--- config.mk ---
export PLATFORM = sky130hd
export DESIGN_NAME = gpio_edge_port
export DESIGN_NICKNAME = d
export VERILOG_FILES = /design/src/rtl/gpio_port_pkg.sv /design/src/rtl/gpio_in_sync.sv /design/src/rtl/gpio_cfg_regs.sv /design/src/rtl/gpio_flag_bank.sv /design/src/rtl/gpio_edge_port.sv
export SDC_FILE = /design/constraint.sdc
export NUM_CORES = 1
export LEC_CHECK = 0
export BUFFER_PORTS_ARGS = -buffer_cell sky130_fd_sc_hd__buf_4
export CORE_ASPECT_RATIO = 1.1
export CORE_MARGIN = 2
export CORE_UTILIZATION = 49
export DETAILED_ROUTE_END_ITERATION = 10
export PLACE_DENSITY = 0.76
export SYNTH_ARGS = -nofsm -noshare
export SYNTH_HDL_FRONTEND = slang
export SYNTH_SLANG_ARGS = --single-unit
--- constraint.sdc ---
create_clock -name clk -period 1.4 [get_ports clk]
set_clock_uncertainty 0.15 [all_clocks]
set_input_delay 0.28 -clock clk [delete_from_list [all_inputs] [get_ports clk]]
set_output_delay 0.28 -clock clk [all_outputs]
set_load 0.005 [all_outputs]
--- src/rtl/gpio_port_pkg.sv ---
package gpio_port_pkg;

    localparam int unsigned PORT_AW = 3;

    typedef enum logic [PORT_AW-1:0] {
        REG_LEVEL = 3'd0,
        REG_OUT   = 3'd1,
        REG_DIR   = 3'd2,
        REG_PULL  = 3'd3,
        REG_IEN   = 3'd4,
        REG_POL   = 3'd5,
        REG_FLAG  = 3'd6,
        REG_NONE  = 3'd7
    } port_addr_e;

endpackage

--- src/rtl/gpio_in_sync.sv ---
module gpio_in_sync #(
    parameter int unsigned W = 8
) (
    input  logic         clk,
    input  logic         rst_n,
    input  logic [W-1:0] pin_i,
    input  logic [W-1:0] pol_i,
    output logic [W-1:0] level_o,
    output logic [W-1:0] hit_o
);

    typedef struct packed {
        logic [W-1:0] stage1;
        logic [W-1:0] stage2;
        logic [W-1:0] prev;
    } sync_t;

    sync_t st_d, st_q;
    logic [W-1:0] rise_w, fall_w;

    always_comb begin
        st_d        = st_q;
        st_d.stage1 = pin_i;
        st_d.stage2 = st_q.stage1;
        st_d.prev   = st_q.stage2;
    end

    always_ff @(posedge clk or negedge rst_n) begin
        if (!rst_n) st_q <= '0;
        else        st_q <= st_d;
    end

    for (genvar i = 0; i < W; i++) begin : g_edge
        assign rise_w[i] =  st_q.stage2[i] & ~st_q.prev[i];
        assign fall_w[i] = ~st_q.stage2[i] &  st_q.prev[i];
        assign hit_o[i]  = pol_i[i] ? fall_w[i] : rise_w[i];
    end

    assign level_o = st_q.stage2;

endmodule

--- src/rtl/gpio_cfg_regs.sv ---
module gpio_cfg_regs
    import gpio_port_pkg::*;
#(
    parameter int unsigned W  = 8,
    parameter int unsigned AW = PORT_AW
) (
    input  logic          clk,
    input  logic          rst_n,
    input  logic          wr_i,
    input  logic [AW-1:0] addr_i,
    input  logic [W-1:0]  wdata_i,
    output logic [W-1:0]  dir_o,
    output logic [W-1:0]  out_o,
    output logic [W-1:0]  pull_o,
    output logic [W-1:0]  ien_o,
    output logic [W-1:0]  pol_o,
    output logic          flag_wr_o
);

    typedef struct packed {
        logic [W-1:0] dir;
        logic [W-1:0] out;
        logic [W-1:0] pull;
        logic [W-1:0] ien;
        logic [W-1:0] pol;
    } cfg_t;

    cfg_t cfg_d, cfg_q;

    always_comb begin
        cfg_d     = cfg_q;
        flag_wr_o = 1'b0;
        if (wr_i) begin
            case (port_addr_e'(addr_i))
                REG_OUT:  cfg_d.out  = wdata_i;
                REG_DIR:  cfg_d.dir  = wdata_i;
                REG_PULL: cfg_d.pull = wdata_i;
                REG_IEN:  cfg_d.ien  = wdata_i;
                REG_POL:  cfg_d.pol  = wdata_i;
                REG_FLAG: flag_wr_o  = 1'b1;
                default:  ;
            endcase
        end
    end

    always_ff @(posedge clk or negedge rst_n) begin
        if (!rst_n) cfg_q <= '0;
        else        cfg_q <= cfg_d;
    end

    assign dir_o  = cfg_q.dir;
    assign out_o  = cfg_q.out;
    assign pull_o = cfg_q.pull;
    assign ien_o  = cfg_q.ien;
    assign pol_o  = cfg_q.pol;

    AST_DIR_LOADS: assert property (@(posedge clk) disable iff (!rst_n)
        (wr_i && addr_i == REG_DIR) |=> (dir_o == $past(wdata_i)));

    AST_OUT_HOLDS: assert property (@(posedge clk) disable iff (!rst_n)
        !(wr_i && addr_i == REG_OUT) |=> $stable(out_o));

endmodule

--- src/rtl/gpio_flag_bank.sv ---
module gpio_flag_bank #(
    parameter int unsigned W = 8
) (
    input  logic         clk,
    input  logic         rst_n,
    input  logic         wr_i,
    input  logic [W-1:0] wdata_i,
    input  logic [W-1:0] hit_i,
    input  logic [W-1:0] ien_i,
    output logic [W-1:0] flag_o,
    output logic         irq_o
);

    typedef struct packed {
        logic [W-1:0] flag;
    } flag_t;

    flag_t fl_d, fl_q;

    always_comb begin
        fl_d = fl_q;
        if (wr_i) fl_d.flag = wdata_i;
        // a detected edge overrides a same-cycle software clear
        fl_d.flag = fl_d.flag | hit_i;
    end

    always_ff @(posedge clk or negedge rst_n) begin
        if (!rst_n) fl_q <= '0;
        else        fl_q <= fl_d;
    end

    assign flag_o = fl_q.flag;
    assign irq_o  = |(fl_q.flag & ien_i);

    AST_EDGE_SETS: assert property (@(posedge clk) disable iff (!rst_n)
        (hit_i != '0) |=> ((flag_o & $past(hit_i)) == $past(hit_i)));

    AST_FLAG_STICKY: assert property (@(posedge clk) disable iff (!rst_n)
        !wr_i |=> ((flag_o & $past(flag_o)) == $past(flag_o)));

    AST_NO_SPURIOUS_FLAG: assert property (@(posedge clk) disable iff (!rst_n)
        !wr_i |=> ((flag_o & ~$past(flag_o) & ~$past(hit_i)) == '0));

endmodule

--- src/rtl/gpio_edge_port.sv ---
module gpio_edge_port
    import gpio_port_pkg::*;
#(
    parameter int unsigned W  = 8,
    parameter int unsigned AW = PORT_AW
) (
    input  logic          clk,
    input  logic          rst_n,
    input  logic [AW-1:0] addr,
    input  logic          wr_en,
    input  logic [W-1:0]  wdata,
    output logic [W-1:0]  rdata,
    input  logic [W-1:0]  pin_in,
    output logic [W-1:0]  pad_out,
    output logic [W-1:0]  pad_oe,
    output logic [W-1:0]  pull_en,
    output logic [W-1:0]  pull_up,
    output logic          irq
);

    logic [W-1:0] dir_w, out_w, pull_w, ien_w, pol_w;
    logic [W-1:0] level_w, hit_w, flag_w;
    logic         flag_wr_w;

    gpio_cfg_regs #(.W(W), .AW(AW)) u_cfg (
        .clk       (clk),
        .rst_n     (rst_n),
        .wr_i      (wr_en),
        .addr_i    (addr),
        .wdata_i   (wdata),
        .dir_o     (dir_w),
        .out_o     (out_w),
        .pull_o    (pull_w),
        .ien_o     (ien_w),
        .pol_o     (pol_w),
        .flag_wr_o (flag_wr_w)
    );

    gpio_in_sync #(.W(W)) u_sync (
        .clk     (clk),
        .rst_n   (rst_n),
        .pin_i   (pin_in),
        .pol_i   (pol_w),
        .level_o (level_w),
        .hit_o   (hit_w)
    );

    gpio_flag_bank #(.W(W)) u_flags (
        .clk     (clk),
        .rst_n   (rst_n),
        .wr_i    (flag_wr_w),
        .wdata_i (wdata),
        .hit_i   (hit_w),
        .ien_i   (ien_w),
        .flag_o  (flag_w),
        .irq_o   (irq)
    );

    always_comb begin
        case (port_addr_e'(addr))
            REG_LEVEL: rdata = level_w;
            REG_OUT:   rdata = out_w;
            REG_DIR:   rdata = dir_w;
            REG_PULL:  rdata = pull_w;
            REG_IEN:   rdata = ien_w;
            REG_POL:   rdata = pol_w;
            REG_FLAG:  rdata = flag_w;
            default:   rdata = '0;
        endcase
    end

    assign pad_out = out_w;
    assign pad_oe  = dir_w;
    assign pull_en = pull_w & ~dir_w;
    assign pull_up = out_w;

    AST_PULL_INPUT_ONLY: assert property (@(posedge clk) disable iff (!rst_n)
        ((pull_en & pad_oe) == '0));

    AST_IRQ_HAS_SOURCE: assert property (@(posedge clk) disable iff (!rst_n)
        irq |-> ((flag_w & ien_w) != '0));

endmodule

; ---- After elaboration in Yosys (flattened, before gate mapping)
; Index checks and enable logic that the tools add are counted.
[totals]
register_bits = 72
inputBits = 22
[classes]
reduce_logical = 7
mux = 12
bitwise_logic = 36
n_eq_ne = 6
[op_table]
columns = op, count
row1 = one-hot mux 8 bit (7 select lines), 1
row2 = AND 1 bit, 16
row3 = AND 8 bit, 2
row4 = inverter 1 bit, 16
row5 = two-way mux 1 bit, 10
row6 = AND reduction 2 bit, 5
row7 = "== test 3 bit, second input constant", 3
row8 = two-way mux 8 bit, 1
row9 = inverter 8 bit, 1
row10 = bitwise OR 8 bit, 1
row11 = OR reduction 8 bit, 1
row12 = "== test 3 x 2 -> 1 bit, second input constant", 2
row13 = "== test 3 x 1 -> 1 bit, second input constant", 1
row14 = zero test 3 bit, 1

; ---- Logic depth before layout (Yosys ltp)
[depth]
depth_word = 5
ltp_mapped = 5
mapped_depth_nobuf = 3

; ---- Modules after synthesis
; Synthesis repeated with hierarchy kept, for this count alone.
[hier_totals]
cells_unflattened = 255
hier_area_um2 = 3500.9
[by_module_without_submodules]
columns = mod, n_inst, cells_each, seq_area_each_um2, area_per_inst_um2
row1 = gpio_cfg_regs, 1, 89, 1001.0, 1654.1
row2 = gpio_in_sync, 1, 56, 600.6, 837.1
row3 = gpio_edge_port, 1, 80, 0.0, 634.4
row4 = gpio_flag_bank, 1, 30, 200.2, 375.4

; ---- Worst setup path after synthesis
; No wires, ideal clock.
[synth_path]
path_type = input-to-output
startpoint = input addr[2]
endpoint = output rdata[0]
path_buffers = 1
path_stages = 4
arrival_time_ns = 1.187
path_slack_ns = -0.217
required_ns = 0.970
path_cell_list = buf_2 mux2_2 a221oi_1 o21ai_0
[synth_via]
elab_chain_cells = 2
word_cells_on_any_way = 8
[synth_lines]
columns = element, line
row1 = "start, declared", gpio_edge_port.sv:9  ; input logic [AW-1:0] addr,
row2 = "== test 3 bit, or another cell as far along", gpio_edge_port.sv:60  ; case (port_addr_e'(addr))
row3 = one-hot mux 8 bit (7 select lines) (*), gpio_edge_port.sv:60
row4 = "end, declared", gpio_edge_port.sv:12  ; output logic [W-1:0] rdata,
; Every way passes the cells marked *; elsewhere a longest branch is shown, timed or not.

; ---- Worst setup path in the final report
[layout_path]
startpoint = register u_cfg.cfg_q (netlist bit u_cfg.out_o[0])
endpoint = output rdata[0]
[layout_via]
elab_chain_cells = 1
[layout_lines]
columns = element, line
row1 = "start, declared", gpio_cfg_regs.sv:28  ; cfg_t cfg_d, cfg_q;
row2 = "start signal, assigned", gpio_cfg_regs.sv:48  ; else cfg_q <= cfg_d;
row3 = one-hot mux 8 bit (7 select lines), gpio_edge_port.sv:60
; No other way between the ends.

==> results.txt <==
The flow ran to the end, but the final reports show violations. The checks that failed: negative setup slack. In the routed design, unresolved DRC markers number 0. The critical path is of the register to output pin type. The share of the cycle needed by the critical path after routing came out at 138%.

The share of the synthesized area in the top cell type is 55.0%. The number of levels in the clock H-tree came out at 3. During synthesis, Yosys emitted a total of 0 warnings.

The worst hold path belongs to the class input pin to register. In the global route stage, overall resource usage came out at 25.1%. The number of nets in the synthesized netlist is 274. The sink of the worst hold path is u_cfg.ien_o[5]. The cell type contributing the most total cell area after synthesis is dfrtp_1. The number of hold-slack violations in the final timing report came out at 0. The number of nets at the end of the flow is 403. The filler cells instantiated in the layout total 413.

The via count normalized by instance count is 5.53. The buffer cell driving the clock tree root is clkbuf_8. The number of distinct library cells after synthesis came out at 32. The synthesis-stage register bit count came out at 72. The deepest clock path buffer count is 2. In this run the most critical hold path is launched from wdata[5]. The first global-routing pass estimated 13800 µm of wire.

Based on the critical path, the design can be clocked at up to 0.519 GHz. The final count of negative-setup-slack endpoints came out at 44. The worst max-slew margin expressed relative to the limit came out at 74.1%.

The vertical extent of the die came out at 89.8 µm. The number of clock sinks came out at 72. Clock-pin slew was measured on the worst setup and hold paths at 0.08 ns. The routed wire length is 8510 µm. The maximum number of pins on one net before global-route repair is 34. The count of nets left with antenna violations once routing finished came out at 0. The last weighted congestion value of the routability-driven placer is 0.832.

The cell depth of the worst hold path is 2. The finished cells cover 0.00492 mm². The area growth from synthesis to final layout is 50.3%. Setup repair after global routing could not meet its margin everywhere. The half-perimeter wire length after detailed placement came out at 5770 µm. The fraction of layout instances using a drive strength above 1 is 57.1%.

Synthesis handed over a netlist of 252 instances. The arrival time of the worst setup path came out at 1.50 ns. The data required time of the critical path came out at 0.97 ns. The length of the first detailed-routing pass in iterations came out at 4. The measured slew at the worst slew-check pin came out at 0.387 ns. The vias after detailed routing is 2583. The startpoint identified for the worst register-to-register timing path is u_cfg.pol_o[0].

The leakage power total is 2.28 nW. The worst setup path is captured at an output pin. The library cells used most frequently in the layout, excluding fill and tap cells, are 74 x buf_4, 72 x dfrtp_1, 49 x buf_6.

The time the worst path needs with I/O delays and setup came out at 1.93 ns. Setup slack on the worst reg-to-reg path comes out at 0.21 ns. The post-placement setup slack is -0.536 ns. Sorting the synthesized cells by area gives the leading types as dfrtp_1 55%, mux2_2 18%, mux2i_1 4.6%, nor2b_1 2.9%, buf_4 2.7%.

The most common library cell in the layout ignoring fill and taps is buf_4. The maximum vdd ir drop came out at 0.000769 V. The number of buffers created by CTS is 9.

The share of synthesized area occupied by flip-flops and latches came out at 55.0%. TritonCTS built the clock tree. The number of cells on the worst reg-to-reg path came out at 3. The endpoint of the most critical register-to-register path is u_cfg.pol_o[0]. The starting DRC count in detailed routing came out at 127. The antenna diode count is 0. The largest fanout on the critical path came out at 2. The total congestion overflow after global routing came out at 0. The slack of the critical path is -0.527 ns. At the later pin of the worst-skew pair, clock insertion delay measures 0.35 ns.

The count of pins over their slew limit came out at 0. The placed cell area is 0.00435 mm². The average instance area after synthesis came out at 13.0 µm². The standard cell core area came out at 0.00652 mm².

The number of global-route vias before repair is 2667. The detail-routed net length per standard cell is 18.2 µm. The netlist area before placement is 0.00328 mm². From left edge to right edge, the die measures 82.0 µm. Across the run, the number of max-cap violations was 0.

The initial core utilization is 50.3%. The worst setup path is launched from a register. The count of pins on the block boundary is 63.

Row generation in the floorplan step produced 31 rows. For this design the ratio of total power to cell area is 1260 mW/mm². The count of buffers from port buffering is 62.

The number of antenna violations at the first check in global routing came out at 0. The full die area came out at 0.00736 mm².
==> worst max path at each step <==
stage,slack (ns),end,from,depth (start not counted)
3_5_place_dp,-0.54,u_cfg.out_o[4],addr[2],6
2_1_floorplan,-0.04,rdata[0],addr[2],4
3_3_place_gp,-0.52,rdata[1],addr[2],5
4_1_cts,-0.53,rdata[6],u_cfg.out_o[6],3
6_report,-0.53,rdata[0],u_cfg.out_o[0],4
5_1_grt,-0.58,rdata[1],u_cfg.out_o[1],4
==> layout make-up <==
class	instances	area (µm²)	share of cell area (%)
Tap cell	82	103	2.08
Multi-Input combinational cell	160	1540	31.2
Sequential cell	72	1800	36.6
Clock inverter	3	17.5	0.356
Timing Repair Buffer	138	1310	26.7
Clock buffer	12	155	3.15
==> flip-flops by register name, indices dropped and copies added, names as in the netlist <==
name / count
u_sync.st_q: 8
u_cfg.pull_o: 8
u_sync.level_o: 8
u_cfg.out_o: 8
u_cfg.dir_o: 8
u_cfg.ien_o: 8
u_flags.flag_o: 8
u_cfg.pol_o: 8
u_sync.st_d: 8
==> metal layers <==
metal / global-route usage [%] / routed length, µm
met5: 0 / 0
met4: 9.72 / 149
met3: 5.22 / 341
met2: 39.3 / 4280
met1: 34.0 / 3740
==> kinds of logic (layout without fill, tap and decap cells) <==
group                  after synthesis  in the layout  share of synthesized area [%]
muxes                               66             66                           22.1
AOI/OAI and AO/OA                   34             34                           7.67
DFF                                 72             72                           55.0
and+or+nand+nor                     60             60                           11.1
buffers and inverters               20            153                           4.12
==> cell usage after synthesis, drive strengths merged <==
master  number
dfrtp       72
mux2        51
buf         19
nand2       16
mux2i       15
nor2b       15
nor2        11
o211ai      10
a22oi        8
a221oi       5
o21ai        5
nor4bb       4
nand3b       3
a21oi        2
a32oi        2
nand2b       2
nor4b        2
a221o        1
and2         1
and3         1
clkbuf       1
nand3        1
nand4        1
nand4b       1
nor3         1
nor3b        1
o211a        1
==> critical path, cell delays in order (launching register included) <==
cell,delay (ns)
dfrtp_1,0.40
mux2_4,0.28
a221oi_2,0.23
o21ai_1,0.10
buf_4,0.14
==> where the power goes <==
group | switching (mW) | internal, mW
clock network | 0.750 | 0.725
logic | 0.718 | 1.38
registers | 0.243 | 2.39
==> stage by stage <==
step,instances,power (mW),TNS [ns],hold slack (ns),util (%)
finish,467,6.21,-6.64,0.0550,75.6
floorplan,252,3.45,-0.364,-0.166,-
CTS,462,6.11,-6.91,0.0340,74.1
global route,467,6.52,-8.31,0.0502,75.6
global placement,435,4.28,-19.66,0.0611,66.8
detailed placement,435,4.35,-21.67,0.0656,66.8
==> timing repair <==
action | CTS | global route
endpoints found under the hold margin | 74 | 0
endpoints found under the setup margin | 63 | 55
buffers inserted | 8 | 8
pin swaps | 4 | 2
resized for setup | 48 | 18
hold buffers | 9 | 0
(Power assumes the default switching activity.)
